$ cat src/rtl/shram_pkg.sv
package shram_pkg;

    localparam int NODE_IDX_W = 4;

    typedef enum logic [1:0] {
        OWN_IDLE    = 2'd0,
        OWN_CPU_RAM = 2'd1,
        OWN_CPU_REG = 2'd2,
        OWN_NODE    = 2'd3
    } own_kind_e;

    typedef struct packed {
        own_kind_e              kind;
        logic [NODE_IDX_W-1:0]  idx;
        logic                   wr;
    } grant_t;

    function automatic grant_t idle_grant();
        grant_t g;
        g.kind = OWN_IDLE;
        g.idx  = '0;
        g.wr   = 1'b0;
        return g;
    endfunction

    function automatic logic is_cpu(grant_t g);
        return (g.kind == OWN_CPU_RAM) || (g.kind == OWN_CPU_REG);
    endfunction

endpackage

$ cat src/rtl/shram_pick.sv
module shram_pick
    import shram_pkg::*;
#(
    parameter int N_NODE = 2,
    parameter int IDX_W  = 1
) (
    input  logic              cpu_req,
    input  logic              cpu_is_reg,
    input  logic              cpu_wr,
    input  logic [IDX_W-1:0]  cpu_node,
    input  logic [N_NODE-1:0] node_req,
    output grant_t            pick,
    output logic              any_req
);
    always_comb begin
        pick    = idle_grant();
        any_req = 1'b0;
        for (int k = N_NODE - 1; k >= 0; k--) begin
            if (node_req[k]) begin
                pick.kind = OWN_NODE;
                pick.idx  = NODE_IDX_W'(k);
                pick.wr   = 1'b0;
                any_req   = 1'b1;
            end
        end
        if (cpu_req) begin
            pick.kind = cpu_is_reg ? OWN_CPU_REG : OWN_CPU_RAM;
            pick.idx  = NODE_IDX_W'(cpu_node);
            pick.wr   = cpu_wr;
            any_req   = 1'b1;
        end
    end
endmodule

$ cat src/rtl/shram_timer.sv
module shram_timer #(
    parameter int GRANT_CYCLES = 3
) (
    input  logic clk,
    input  logic rst,
    input  logic start,
    input  logic active,
    output logic last
);
    localparam int CNT_W = (GRANT_CYCLES > 1) ? $clog2(GRANT_CYCLES) : 1;
    localparam logic [CNT_W-1:0] LAST_CNT = CNT_W'(GRANT_CYCLES - 1);

    logic [CNT_W-1:0] cnt;

    always_ff @(posedge clk) begin
        if (rst || start) begin
            cnt <= '0;
        end else if (active && cnt != LAST_CNT) begin
            cnt <= cnt + 1'b1;
        end
    end

    assign last = active && (cnt == LAST_CNT);
endmodule

$ cat src/rtl/shram_drive.sv
module shram_drive
    import shram_pkg::*;
#(
    parameter int N_NODE = 2
) (
    input  grant_t            cur,
    input  logic              last,
    input  logic              ram_internal,
    output logic              ram_cs_n,
    output logic              ram_cs_oe,
    output logic [N_NODE-1:0] strb_rd_n,
    output logic [N_NODE-1:0] strb_wr_n,
    output logic [N_NODE-1:0] strb_oe,
    output logic [N_NODE-1:0] addr_buf_en,
    output logic [N_NODE-1:0] data_buf_en,
    output logic [N_NODE-1:0] xfer_ack_n,
    output logic [N_NODE-1:0] reg_cpu_en_n,
    output logic [N_NODE-1:0] reg_cs_n,
    output logic [N_NODE-1:0] reg_rw_n,
    output logic              cpu_done
);
    logic ext_ram_cycle;

    assign ext_ram_cycle = (cur.kind == OWN_CPU_RAM) && !ram_internal;
    assign ram_cs_n      = !ext_ram_cycle;
    assign ram_cs_oe     = (cur.kind != OWN_NODE);
    assign cpu_done      = is_cpu(cur) && last;

    for (genvar k = 0; k < N_NODE; k++) begin : g_node
        logic hit, ram_k, reg_k, node_k;
        assign hit    = (cur.idx == NODE_IDX_W'(k));
        assign ram_k  = hit && ext_ram_cycle;
        assign reg_k  = hit && (cur.kind == OWN_CPU_REG);
        assign node_k = hit && (cur.kind == OWN_NODE);

        assign strb_rd_n[k]    = !(ram_k && !cur.wr);
        assign strb_wr_n[k]    = !(ram_k &&  cur.wr);
        assign addr_buf_en[k]  = ram_k;
        assign data_buf_en[k]  = ram_k;
        assign strb_oe[k]      = !node_k;
        assign xfer_ack_n[k]   = !(node_k && last);
        assign reg_cpu_en_n[k] = !reg_k;
        assign reg_cs_n[k]     = !reg_k;
        assign reg_rw_n[k]     = !(reg_k && cur.wr);
    end
endmodule

$ cat src/rtl/shram_arbiter.sv
module shram_arbiter
    import shram_pkg::*;
#(
    parameter int N_NODE       = 2,
    parameter int GRANT_CYCLES = 3,
    localparam int IDX_W       = (N_NODE > 1) ? $clog2(N_NODE) : 1
) (
    input  logic              clk,
    input  logic              rst,
    input  logic              ram_internal,
    input  logic              cpu_req,
    input  logic              cpu_is_reg,
    input  logic              cpu_wr,
    input  logic [IDX_W-1:0]  cpu_node,
    input  logic [N_NODE-1:0] node_req,
    output logic              ram_cs_n,
    output logic              ram_cs_oe,
    output logic [N_NODE-1:0] strb_rd_n,
    output logic [N_NODE-1:0] strb_wr_n,
    output logic [N_NODE-1:0] strb_oe,
    output logic [N_NODE-1:0] addr_buf_en,
    output logic [N_NODE-1:0] data_buf_en,
    output logic [N_NODE-1:0] xfer_ack_n,
    output logic [N_NODE-1:0] reg_cpu_en_n,
    output logic [N_NODE-1:0] reg_cs_n,
    output logic [N_NODE-1:0] reg_rw_n,
    output logic              cpu_done
);
    grant_t cur, pick;
    logic   any_req, grant_busy, grant_start, grant_last, grant_cpu;

    shram_pick #(.N_NODE(N_NODE), .IDX_W(IDX_W)) i_pick (
        .cpu_req    (cpu_req),
        .cpu_is_reg (cpu_is_reg),
        .cpu_wr     (cpu_wr),
        .cpu_node   (cpu_node),
        .node_req   (node_req),
        .pick       (pick),
        .any_req    (any_req)
    );

    assign grant_busy  = (cur.kind != OWN_IDLE);
    assign grant_start = !grant_busy && any_req;
    assign grant_cpu   = is_cpu(cur);

    shram_timer #(.GRANT_CYCLES(GRANT_CYCLES)) i_timer (
        .clk    (clk),
        .rst    (rst),
        .start  (grant_start),
        .active (grant_busy),
        .last   (grant_last)
    );

    always_ff @(posedge clk) begin
        if (rst) begin
            cur <= idle_grant();
        end else if (grant_start) begin
            cur <= pick;
        end else if (grant_last) begin
            cur <= idle_grant();
        end
    end

    shram_drive #(.N_NODE(N_NODE)) i_drive (
        .cur          (cur),
        .last         (grant_last),
        .ram_internal (ram_internal),
        .ram_cs_n     (ram_cs_n),
        .ram_cs_oe    (ram_cs_oe),
        .strb_rd_n    (strb_rd_n),
        .strb_wr_n    (strb_wr_n),
        .strb_oe      (strb_oe),
        .addr_buf_en  (addr_buf_en),
        .data_buf_en  (data_buf_en),
        .xfer_ack_n   (xfer_ack_n),
        .reg_cpu_en_n (reg_cpu_en_n),
        .reg_cs_n     (reg_cs_n),
        .reg_rw_n     (reg_rw_n),
        .cpu_done     (cpu_done)
    );
endmodule

$ cat config.mk
export PLATFORM = sky130hd
export DESIGN_NAME = shram_arbiter
export DESIGN_NICKNAME = d
export VERILOG_FILES = /design/src/rtl/shram_pkg.sv /design/src/rtl/shram_pick.sv /design/src/rtl/shram_timer.sv /design/src/rtl/shram_drive.sv /design/src/rtl/shram_arbiter.sv
export SDC_FILE = /design/constraint.sdc
export NUM_CORES = 1
export LEC_CHECK = 0
export BUFFER_PORTS_ARGS = -buffer_cell sky130_fd_sc_hd__buf_2
export CORE_ASPECT_RATIO = 1.2
export CORE_MARGIN = 1.5
export CORE_UTILIZATION = 33
export CTS_CLUSTER_SIZE = 40
export DETAILED_ROUTE_END_ITERATION = 12
export GPL_TIMING_DRIVEN = 1
export PLACE_DENSITY_LB_ADDON = 0.12
export SLEW_MARGIN = 40
export SYNTH_ARGS = -nofsm -noshare
export SYNTH_HDL_FRONTEND = slang
export SYNTH_HIERARCHICAL = 1
export SYNTH_SLANG_ARGS = --single-unit
$ cat constraint.sdc
create_clock -name clk -period 3.25 [get_ports clk]
set_input_delay 0 -clock clk [delete_from_list [all_inputs] [get_ports clk]]
set_output_delay 0 -clock clk [all_outputs]
set_load 0.01 [all_outputs]
; Yosys cells after proc, flatten, opt, wreduce, memory -nomap -nowiden
; Cells that the tools add are included.
[word_totals]
ff_bits = 9
inputBits = 9
out_inout_bits = 21
wordCells = 61
[classes]
n_addsub = 1
n_eq_ne = 7
mux = 9
reduce_logical = 40
[op_table]
columns = cell, count
row1 = $mux 7, 5
row2 = $logic_and 1x1->1, 19
row3 = $logic_not 1->1, 16
row4 = $eq 2x2->1 const B, 3
row5 = $eq 4x1->1 const B, 1
row6 = $logic_not 4->1, 1
row7 = $ne 2x2->1 const B, 2
row8 = $reduce_bool 2->1, 2
row9 = $mux 1, 3
row10 = $add 2x1->2 const B, 1
row11 = $eq 2x1->1 const B, 1
row12 = $logic_or 1x1->1, 2
row13 = $mux 2, 1

; Logic depth before layout (Yosys ltp)
[logic_depth]
word_depth = 5
ltp_mapped = 5
ltp_nobuf = 5

; Cells and area by module
; Netlist, hierarchy kept.
[modules_own_cells]
columns = module, n_inst, cells_each, area_each_um2, seq_area_each_um2
row1 = shram_arbiter, 1, 31, 344.1, 140.1
row2 = shram_drive, 1, 31, 232.7, 0.0
row3 = shram_timer, 1, 10, 112.6, 40.0
row4 = shram_pick, 1, 13, 76.3, 0.0

; Worst setup path after synthesis
; No wires, ideal clock.
[synth_timing]
kind = register to register
start = reg cur[5] (netlist name)
end = reg cur[0] (netlist name)
setup_ps = 72
arrival_ps = 1323
required_time_ps = 3178
slack_ps = 1856
stages_incl_launch_ff = 5
period_less_slack_ps = 1394
cell_sequence = dfxtp_1 > or2_2 > and2_2 > or3b_1 > mux2i_1
[synth_via]
elab_cells_between_ends = 6
[synth_rtl]
columns = item, line_no
row1 = $reduce_bool 2->1, shram_arbiter.sv:42  ; assign grant_busy = (cur.kind != OWN_IDLE);
row2 = via grant_busy, shram_arbiter.sv:30  ; logic any_req, grant_busy, grant_start, grant_last, grant_cpu;
row3 = $logic_and 1x1->1, shram_timer.sv:23  ; assign last = active && (cnt == LAST_CNT);
row4 = via grant_last, shram_arbiter.sv:30
row5 = $reduce_bool 2->1 (no line), -
; The timed path passes the listed nets, and every way through them passes these cells.
; A chain may end at the register's enable or synchronous reset.

; Worst setup path in the final report
[layout_timing]
start = reg cur[5] (netlist name)
end = reg cur[4] (netlist name)
[layout_via]
elab_cells_between_ends = 6
[layout_rtl]
columns = item, line_no
row1 = $reduce_bool 2->1, shram_arbiter.sv:42
row2 = via grant_busy, shram_arbiter.sv:30
row3 = $logic_and 1x1->1, shram_timer.sv:23
row4 = via grant_last, shram_arbiter.sv:30
row5 = $reduce_bool 2->1 (no line), -
; The timed path passes the listed nets, and every way through them passes these cells.

==> reports/results.ini <==
[global_route]
grt_pass1_vias = 577
grt_pass1_wl_um = 2484
use_met1 = 0.1693
grt_use_met3 = 0.01948
grt_max_degree = 16
grt_overflow = 0
antenna_found_initial = 0
track_usage = 0.1303
grt_util_met2 = 0.1977
grt.busiest_layer = met2

[die]
num_rows = 18
die_h_um = 55.77
die_area_mm2 = 0.002620
core_area_mm2 = 0.002117
start_util = 0.3617
fp.dieW_um = 46.98
boundaryPins = 30

[synth]
yosysTopAreaCell = dfxtp_1
synthesis.area_um2 = 765.7
ys_warn_count = 6
yosys-top-cells-area = dfxtp_1 24%, buf_4 8.8%, ha_1 6.5%
ys_types = 30
synth-seq-area-share = 0.2353
syn_inst = 85
avgSynthCellArea_um2 = 9.009
synth_top_area_share = 0.2353
synth-seq-cells = 9

[critical_path]
arrival_ns = 1.72
cp-start-kind = flop
startpoint = cur[5]
reg2reg_depth = 4
end_kind = flop
path_class = flop to flop
crit_fanout = 10
r2r_setup_slack_ns = 1.72
reg2reg_from = cur[5]
r2r_end = cur[4]
endpoint = cur[4]
cp.required_ns = 3.43

[place]
place_congestion = 0.6871
dp_hpwl_um = 1218
io_buffers = 29
dp_cells = 136

[sta]
clock_skew_ns = 0.001784
max_slew_margin = 0.6035
finalSetupViolations = 0
period_share = 0.4720
fin_hold_ws_ns = 0.08202
fin_setup_tns_ns = 0
drv_slew = 0
worstMarginPinSlew_ns = 0.5935
rsz0062_at_grt = false
fin_crit_ns = 1.534
hold_viol_final = 0
fmax_ghz = 0.6519

[cells_and_area]
syn_to_final_growth_pct = 18.30
drive_above_1_share = 0.4455
layout_common_cells = 29 x buf_2, 9 x dfxtp_1, 7 x inv_1, 7 x nand2_1
fin_cells = 140
fin_nets = 124
diodes = 0
final_common_cell = buf_2

[route]
drtAntennaViolNets = 0
drc = 0
avgRoutedWirePerCell_um = 10.76
vias_per_cell = 4.586
drt_first_pass_iters = 2
drt_iter0_drc = 2
vias = 642
wl_um = 1506

[power_and_ir_drop]
ir_worst_vdd_v = 0.0003260
power.total_w = 0.0004650
p_leak_nw = 0.3751
powerDensity_mw_per_mm2 = 513.3

[clocking]
clock_path_buffers = 2
clk_pin_slew_ns = 0.06
postCtsHoldBufs = 0
ctsResizeCount = 0
clock_latency_ns = 0.26
cts_root_buf = clkbuf_4
htree_levels = 1
postCtsSetupBuffers = 0
cts_tree = done
cts.sinks = 9
cts_buffers = 3

[hold_path]
min_path_type = input pin to flop

[run_status]
status = finished clean

[run]
timing.max_cap.violations = 0

## through the flow
| step | instance area [um2] | utilization | worst slack, ns |
|---|---|---|---|
| final | 905.9 | 0.4279 | 1.716 |
| after global routing | 905.9 | 0.4279 | 1.612 |
| after CTS | 905.9 | 0.4279 | 1.693 |
| after detailed placement | 879.6 | 0.4155 | 1.709 |
| after global placement | 879.6 | 0.4155 | 1.779 |
| after floorplan | 773.2 | - | 1.856 |
## cell families (layout without fill, tap and decap cells)
group / after synthesis / in the layout / synth area share
other cells: 1 / 3 / 0.004897
mux: 5 / 5 / 0.06536
buf+inv: 18 / 41 / 0.1438
xor+xnor: 1 / 1 / 0.01144
compound gates: 6 / 6 / 0.06208
fa+ha+maj: 4 / 4 / 0.06536
flops: 9 / 9 / 0.2353
simple gates: 41 / 41 / 0.4118
## critical path, cell delays in order, from the launching register on
cell and delay (ns):
dfxtp_1 0.36, or2_2 0.32, and2_2 0.26, or3b_1 0.39, mux2i_1 0.14
## Yosys cell counts
library cell and count:
nor2b_1 2, a2111oi_2 1, nor4_4 1, nor4b_4 1, nor3b_1 4, nor2b_4 1
buf_6 1, xnor2_1 1, conb_1 1, or3b_1 5, buf_4 9, a31o_2 2
nand2b_2 5, nand2_1 7, inv_1 7, nand4b_1 2, and2_2 2, and2b_1 1
dfxtp_1 9, or2_2 1, a21oi_1 2, nand2b_1 2, o21ai_0 1, nand3_1 4
mux2i_1 5, nor3_2 1, buf_2 1, nor2_2 1, ha_1 4, nor3_1 1
## registers in the layout (all words and copies together) (netlist names)
register	cells
i_timer/cnt	2
cur	7
## routing by layer
metal | up-vias | routed length [um]
li1 | 326 | -
met1 | 289 | 693
met2 | 25 | 691
met3 | 2 | 98
met4 | 0 | 23
met5 | - | 0
## how the worst min path moves through the flow
stage	startpoint	to	cells past startpoint
final	rst	i_timer/cnt[1]	2
after global routing	rst	i_timer/cnt[1]	2
after CTS	rst	i_timer/cnt[1]	2
after detailed placement	ram_internal	strb_rd_n[1]	4
after global placement	ram_internal	strb_wr_n[0]	3
after floorplan	rst	i_timer/cnt[1]	1
## cell type report
type	instances	area, um2
Fill cell	242	1211
Multi-Input combinational cell	60	483.0
Sequential cell	9	180.2
Timing Repair Buffer	30	152.6
Tap cell	30	37.54
Clock buffer	4	26.28
Inverter	7	26.28
## power breakdown
group	internal, W	switching [W]	total, W
registers	0.000135	0.0000301	0.000165
logic	0.000106	0.000107	0.000213
clock network	0.0000474	0.0000403	0.0000877
Note: power is estimated with default switching activity, not from simulation.
